`src/rtl/razor_pkg.sv`:
```
package razor_pkg;
  typedef enum logic {
    REC_STALL       = 1'b0,
    REC_COUNTERFLOW = 1'b1
  } rec_mode_e;
endpackage

```
`src/rtl/razor_stage.sv`:
```
module razor_stage #(
  parameter int unsigned DATA_W = 16,
  parameter int unsigned STEP   = 1
) (
  input  logic              clk_i,
  input  logic              rst_ni,
  input  logic              src_vld_i,
  input  logic [DATA_W-1:0] src_data_i,
  input  logic [DATA_W-1:0] skew_i,
  input  logic              fix_i,
  input  logic              frz_i,
  input  logic              clr_i,
  output logic              vld_o,
  output logic [DATA_W-1:0] main_o,
  output logic [DATA_W-1:0] shad_o,
  output logic              err_o
);
  logic              vld_q;
  logic [DATA_W-1:0] main_q, shad_q, res;

  assign res = src_data_i + DATA_W'(STEP);

  always_ff @(posedge clk_i or negedge rst_ni) begin
    if (!rst_ni) begin
      vld_q  <= 1'b0;
      main_q <= '0;
      shad_q <= '0;
    end else if (fix_i) begin
      main_q <= shad_q;
    end else if (frz_i) begin
      if (clr_i) vld_q <= 1'b0;
    end else begin
      vld_q  <= src_vld_i;
      main_q <= res ^ skew_i;
      shad_q <= res;
    end
  end

  assign vld_o  = vld_q;
  assign main_o = main_q;
  assign shad_o = shad_q;
  assign err_o  = vld_q && (main_q != shad_q);

  assert_fix_from_shadow_R4: assert property (@(posedge clk_i) disable iff (!rst_ni)
    fix_i |=> (main_q == $past(shad_q)) && !err_o);
  assert_frozen_holds_R6: assert property (@(posedge clk_i) disable iff (!rst_ni)
    (frz_i && !clr_i && !fix_i) |=> $stable(main_q) && $stable(vld_q));
  assert_flush_clears_R7: assert property (@(posedge clk_i) disable iff (!rst_ni)
    (clr_i && !fix_i) |=> !vld_q);
endmodule

```
`src/rtl/razor_ctrl.sv`:
```
module razor_ctrl
  import razor_pkg::*;
#(
  parameter int unsigned N_STAGES = 4,
  parameter int unsigned CNT_W    = 16,
  parameter rec_mode_e   RECOVERY = REC_COUNTERFLOW,
  localparam int unsigned PTR_W   = (N_STAGES > 1) ? $clog2(N_STAGES) : 1,
  localparam int unsigned SQ_W    = $clog2(N_STAGES + 1)
) (
  input  logic                clk_i,
  input  logic                rst_ni,
  input  logic [N_STAGES-1:0] err_i,
  input  logic [N_STAGES-1:0] vld_i,
  output logic [N_STAGES-1:0] fix_o,
  output logic [N_STAGES-1:0] frz_o,
  output logic [N_STAGES-1:0] clr_o,
  output logic                det_o,
  output logic                in_ready_o,
  output logic                replay_valid_o,
  output logic [SQ_W-1:0]     replay_cnt_o,
  output logic [CNT_W-1:0]    err_count_o
);
  localparam bit IS_CF = (RECOVERY == REC_COUNTERFLOW);

  logic                rec_q;
  logic [PTR_W-1:0]    stage_q, ptr_q, oldest;
  logic [SQ_W-1:0]     sq_q;
  logic [CNT_W-1:0]    cnt_q, n_err;
  logic [N_STAGES-1:0] det_err;
  logic                det;

  // stages frozen behind an active train cannot raise a new detection
  always_comb begin
    det_err = '0;
    oldest  = '0;
    for (int s = 0; s < N_STAGES; s++) begin
      det_err[s] = err_i[s] && !(IS_CF && rec_q && (PTR_W'(s) < stage_q));
      if (det_err[s]) oldest = PTR_W'(s);
    end
  end

  assign det   = |det_err;
  assign n_err = CNT_W'($countones(det_err));

  always_comb begin
    for (int s = 0; s < N_STAGES; s++) begin
      if (IS_CF) begin
        fix_o[s] = det && (PTR_W'(s) == oldest);
        frz_o[s] = det ? (PTR_W'(s) < oldest) : (rec_q && (PTR_W'(s) < stage_q));
        clr_o[s] = !det && rec_q && (ptr_q != '0) && (PTR_W'(s) == ptr_q - PTR_W'(1));
      end else begin
        fix_o[s] = det_err[s];
        frz_o[s] = det;
        clr_o[s] = 1'b0;
      end
    end
  end

  always_ff @(posedge clk_i or negedge rst_ni) begin
    if (!rst_ni) begin
      rec_q   <= 1'b0;
      stage_q <= '0;
      ptr_q   <= '0;
      sq_q    <= '0;
      cnt_q   <= '0;
    end else begin
      cnt_q <= cnt_q + n_err;
      if (IS_CF && det) begin
        rec_q   <= 1'b1;
        stage_q <= oldest;
        ptr_q   <= oldest;
        if (!rec_q) sq_q <= '0;
      end else if (rec_q) begin
        if (ptr_q == '0) begin
          rec_q <= 1'b0;
        end else begin
          ptr_q <= ptr_q - PTR_W'(1);
          sq_q  <= sq_q + SQ_W'(vld_i[ptr_q - PTR_W'(1)]);
        end
      end
    end
  end

  assign det_o          = det;
  assign in_ready_o     = !det && !rec_q;
  assign replay_valid_o = rec_q && (ptr_q == '0) && !det;
  assign replay_cnt_o   = sq_q;
  assign err_count_o    = cnt_q;

  assert_count_moves_R3: assert property (@(posedge clk_i) disable iff (!rst_ni)
    det |=> (err_count_o != $past(err_count_o)));
  assert_replay_single_R7: assert property (@(posedge clk_i) disable iff (!rst_ni)
    replay_valid_o |=> !replay_valid_o);
  assert_train_steps_R6: assert property (@(posedge clk_i) disable iff (!rst_ni)
    (rec_q && !det && (ptr_q != '0)) |=> (ptr_q == $past(ptr_q) - PTR_W'(1)));
  assert_oldest_only_R8: assert property (@(posedge clk_i) disable iff (!rst_ni)
    $onehot0(fix_o) || !IS_CF);

  if (!IS_CF) begin : g_stall_chk
    assert_one_cycle_stall_R4: assert property (@(posedge clk_i) disable iff (!rst_ni)
      det |=> !det);
  end
endmodule

```
`src/rtl/razor_pipe.sv`:
```
module razor_pipe
  import razor_pkg::*;
#(
  parameter int unsigned N_STAGES = 4,
  parameter int unsigned DATA_W   = 16,
  parameter int unsigned CNT_W    = 16,
  parameter rec_mode_e   RECOVERY = REC_COUNTERFLOW,
  localparam int unsigned SQ_W    = $clog2(N_STAGES + 1)
) (
  input  logic                       clk_i,
  input  logic                       rst_ni,
  input  logic                       in_valid_i,
  input  logic [DATA_W-1:0]          in_data_i,
  output logic                       in_ready_o,
  input  logic [N_STAGES*DATA_W-1:0] skew_mask_i,
  output logic                       out_valid_o,
  output logic [DATA_W-1:0]          out_data_o,
  output logic                       replay_valid_o,
  output logic [SQ_W-1:0]            replay_cnt_o,
  output logic [CNT_W-1:0]           err_count_o
);
  logic [N_STAGES-1:0] vld, err, fix, frz, clr, src_vld;
  logic [DATA_W-1:0]   main_w [N_STAGES];
  logic [DATA_W-1:0]   shad_w [N_STAGES];
  logic [DATA_W-1:0]   src_w  [N_STAGES];
  logic                det;

  razor_ctrl #(
    .N_STAGES(N_STAGES), .CNT_W(CNT_W), .RECOVERY(RECOVERY)
  ) i_ctrl (
    .clk_i, .rst_ni,
    .err_i(err), .vld_i(vld),
    .fix_o(fix), .frz_o(frz), .clr_o(clr), .det_o(det),
    .in_ready_o, .replay_valid_o, .replay_cnt_o, .err_count_o
  );

  for (genvar s = 0; s < N_STAGES; s++) begin : g_stage
    if (s == 0) begin : g_head
      assign src_vld[s] = in_valid_i && in_ready_o;
      assign src_w[s]   = in_data_i;
    end else begin : g_body
      // a repairing or frozen predecessor hands on a bubble
      assign src_vld[s] = vld[s-1] && !frz[s-1] && !fix[s-1];
      assign src_w[s]   = main_w[s-1];
    end

    razor_stage #(.DATA_W(DATA_W), .STEP(s + 1)) i_stage (
      .clk_i, .rst_ni,
      .src_vld_i(src_vld[s]), .src_data_i(src_w[s]),
      .skew_i(skew_mask_i[s*DATA_W +: DATA_W]),
      .fix_i(fix[s]), .frz_i(frz[s]), .clr_i(clr[s]),
      .vld_o(vld[s]), .main_o(main_w[s]), .shad_o(shad_w[s]), .err_o(err[s])
    );
  end

  assign out_valid_o = vld[N_STAGES-1] && !err[N_STAGES-1] && !((RECOVERY == REC_STALL) && det);
  assign out_data_o  = main_w[N_STAGES-1];

  assert_out_clean_R9: assert property (@(posedge clk_i) disable iff (!rst_ni)
    out_valid_o |-> (out_data_o == shad_w[N_STAGES-1]));
  assert_no_intake_in_repair_R6: assert property (@(posedge clk_i) disable iff (!rst_ni)
    replay_valid_o |-> !in_ready_o);
endmodule

```
`config.mk`:
```
export PLATFORM = sky130hd
export DESIGN_NAME = razor_pipe
export DESIGN_NICKNAME = d
export VERILOG_FILES = /design/src/rtl/razor_pkg.sv /design/src/rtl/razor_stage.sv /design/src/rtl/razor_ctrl.sv /design/src/rtl/razor_pipe.sv
export SDC_FILE = /design/constraint.sdc
export NUM_CORES = 1
export LEC_CHECK = 0
export ABC_AREA = 1
export BUFFER_PORTS_ARGS = -buffer_cell sky130_fd_sc_hd__buf_2
export CORE_ASPECT_RATIO = 0.6
export CORE_MARGIN = 5
export CORE_UTILIZATION = 25
export DETAILED_ROUTE_END_ITERATION = 6
export GPL_TIMING_DRIVEN = 0
export HOLD_SLACK_MARGIN = 0.03
export PLACE_DENSITY = 0.47
export SETUP_SLACK_MARGIN = 0.15
export SLEW_MARGIN = 20
export SYNTH_ARGS = -nofsm -noshare
export SYNTH_HDL_FRONTEND = slang
export SYNTH_SLANG_ARGS = --single-unit
```
`constraint.sdc`:
```
create_clock -name clk_i -period 3.8 [get_ports clk_i]
set_input_delay 0.76 -clock clk_i [delete_from_list [all_inputs] [get_ports clk_i]]
set_output_delay 0.76 -clock clk_i [all_outputs]
set_load 0.01 [all_outputs]
```
==> flow_summary.json <==
{
  "die_y_um": 160.7,
  "synth.largest_area_cell": "dfrtp_1",
  "synth.top_cell.area_share": 0.4123,
  "wl_per_cell_um": 14.95,
  "max-cap-violations": 0,
  "tns_ns": 0,
  "final_cell_area_um2": 11910,
  "netlist_area_um2": 9468,
  "cts_buffers": 17,
  "cts_tree": "yes",
  "clkSinkCount": 156,
  "end_kind": "register",
  "vias": 8552,
  "via_per_inst": 4.357,
  "cp.required_ns": 4.16,
  "antenna_found_initial": 3,
  "dr.first_iter.drc_count": 542,
  "rows": 55,
  "ys.flop_type": "dfrtp_1",
  "ctsHoldBuffers": 0,
  "critPathArrivalTime_ns": 4.05,
  "yosys_warnings": 0,
  "synth_common_cells": "401 x nand2_1, 156 x dfrtp_1, 142 x inv_1",
  "place_area_um2": 10780,
  "grt_use_total": 0.1430,
  "drc_errors": 0,
  "post-place-ws_ns": -0.9756,
  "path_clk_slew_ns": 0.07,
  "core_area_um2": 37570,
  "grt_pass1_vias": 8426,
  "crit_type": "register to register",
  "fin_crit_ns": 3.689,
  "place_congestion": 0.8201,
  "gr-total-overflow": 0,
  "startpoint_type": "register",
  "p_leak_nw": 5.783,
  "clk_path_buf_depth": 2,
  "vdd_drop_max_uv": 448.9,
  "h-tree-depth": 4,
  "synth_top_cells_by_area": "dfrtp_1 41%, nand2_1 16%, xor2_1 6.6%",
  "cts-root-buf": "clkbuf_16",
  "ys_async_sr_fraction": 1.000,
  "dp.cells": 1894,
  "syn_nets": 1364,
  "synth.most_common_cell": "nand2_1",
  "outcome": "completed",
  "fin_nets": 1539,
  "powerDensity_nw_per_um2": 841.4,
  "dp_hpwl_mm": 22.87,
  "ios": 121,
  "grt_max_degree": 74,
  "drtAntennaViolNets": 0,
  "dieWidth_um": 261.2,
  "first_pass_iters": 5,
  "hp-class": "primary input to async pin",
  "seq_area_frac_synth": 0.4123,
  "globalRouteMet1Util": 0.2234,
  "period_share": 0.9707,
  "relSlewSlack": 0.4920,
  "fmaxAchievable_mhz": 271.1,
  "portBuffers": 120,
  "start_util": 0.2520,
  "grt_pass1_wl_mm": 47.43,
  "slew_violations": 0,
  "hold_violations": 0,
  "globalRouteMet3Util": 0.03316,
  "top_usage_layer": "met1",
  "yosysUniqueCellTypes": 40,
  "rsz0062_at_grt": "true",
  "fin_worst_skew_ns": 0.01063,
  "clk_latency_ns": 0.44,
  "synth_edf_count": 0,
  "syn_to_final_growth_pct": 25.80,
  "drive_gt1_frac": 0.1824,
  "avgSynthCellArea_um2": 7.520,
  "syn_inst": 1259,
  "fill_cells": 4100,
  "tightest_slew_ns": 0.7570,
  "synth_seq_cells": 156,
  "drt_wl_total_mm": 29.35,
  "critPathMaxFanout": 4,
  "setup_violations": 0,
  "die_area_um2": 41990,
  "fin_ws_ns": 0.1115,
  "grt.met2_usage": 0.2012,
  "final_cells": 1963
}
report_power, final:
part	internal [mW]	total [mW]	switching, mW
registers	2.45	3.17	0.728
clock network	1.07	1.80	0.734
logic	1.88	5.05	3.16
total	5.40	10.0	4.62
logic make-up (layout without fill, tap and decap cells):
kind of cell,after synthesis,count (layout),synth area share
buffers and inverters,178,366,0.07453
adders and majority gates,22,22,0.03145
other,0,3,0
and+or+nand+nor,603,603,0.2648
xor gates and xnor gates,132,132,0.1236
DFF,156,156,0.4123
AOI/OAI and AO/OA,168,168,0.09330
worst max-delay path, stage by stage, from the launching register on:
cell and delay (ns):
dfrtp_1 0.42, inv_2 0.11, nor2_1 0.08, nor4_4 0.34, nand3_2 0.15, nor4_4 0.15, buf_4 0.18, buf_6 0.10
nor2_2 0.03, nand2_2 0.07, ha_4 0.21, fa_2 0.37, ha_4 0.18, fa_2 0.37, nand3_4 0.12, buf_6 0.10
buf_6 0.08, buf_6 0.08, buf_6 0.08, buf_6 0.08, buf_6 0.08, buf_6 0.08, xor2_1 0.14
layout make-up:
class / count / area (um^2) / share of cell area
clock inverter: 11 / 141.4 / 0.01187
sequential: 156 / 3905 / 0.3279
inverter: 147 / 556.8 / 0.04675
timing repair buffer: 156 / 978.4 / 0.08215
multi-input combinational: 925 / 5061 / 0.4249
antenna: 3 / 7.507 / 0.0006303
tap: 513 / 641.9 / 0.05389
buffer: 31 / 157.7 / 0.01324
clock buffer: 21 / 460.4 / 0.03866
per-stage QoR:
step	power, mW	util	hold slack [ns]
2_1_floorplan	6.419	-	0.4530
3_3_place_gp	7.887	0.2850	0.4569
3_5_place_dp	7.960	0.2868	0.4760
4_1_cts	10.05	0.3128	0.1404
5_1_grt	11.00	0.3169	0.1510
6_report	10.02	0.3170	0.1640
layout by cell type (no fill, tap or decap), types with 4 or more instances in the layout:
cell / Yosys / final
nand2_4: 3 / 6
buf_4: 3 / 25
clkbuf_1: 12 / 11
buf_2: 14 / 131
clkbuf_2: 1 / 4
buf_6: 1 / 15
dfrtp_1: 156 / 155
clkinv_2: 0 / 4
xor2_1: 71 / 71
nand2_2: 4 / 5
o21ai_0: 110 / 109
nand4_1: 20 / 20
nor3_1: 16 / 15
nand2_1: 401 / 397
nor2_4: 0 / 4
ha_1: 19 / 15
inv_1: 142 / 134
o21ai_1: 28 / 28
nor2_1: 73 / 68
nand3_1: 70 / 64
a21oi_1: 18 / 18
inv_2: 4 / 12
clkbuf_16: 0 / 17
nand3_2: 2 / 7
xnor2_1: 60 / 60
repair_timing:
| action | CTS | global route |
|---|---|---|
| pin swaps | 16 | 18 |
| buffers inserted | 26 | 8 |
| setup endpoints to repair | 119 | 85 |
| resized for setup | 48 | 28 |
layer usage:
metal / vias up / wire length (um)
li1: 4327 / -
met1: 4057 / 15900
met2: 147 / 12010
met3: 17 / 1220
met4: 4 / 183
met5: - / 34
worst paths after layout:
| path | start | end | slack [ns] | depth (start not counted) |
|---|---|---|---|---|
| worst max-delay path | g_stage[0].i_stage.main_o[5] | i_ctrl.err_count_o[5] | 0.11 | 22 |
| max in group asynchronous | rst_ni | g_stage[0].i_stage.main_o[1] | 2.61 | 3 |
| worst min register to register | i_ctrl.err_count_o[15] | i_ctrl.err_count_o[15] | 0.48 | 1 |
| worst max register to register | g_stage[0].i_stage.main_o[5] | i_ctrl.err_count_o[5] | 0.11 | 22 |
| worst min-delay path | rst_ni | g_stage[3].i_stage.main_o[12] | 0.16 | 1 |
| min in group clk_i | i_ctrl.err_count_o[15] | i_ctrl.err_count_o[15] | 0.48 | 1 |
state kept, by name, indices dropped and copies added (netlist names):
register and flops:
g_stage.i_stage.vld_o 4, i_ctrl.rec_q 1, g_stage.i_stage.main_o 64, i_ctrl.err_count_o 16, i_ctrl.stage_q 2, i_ctrl.replay_cnt_o 3
i_ctrl.ptr_q 2, g_stage.i_stage.shad_o 64
(Power assumes the default switching activity.)
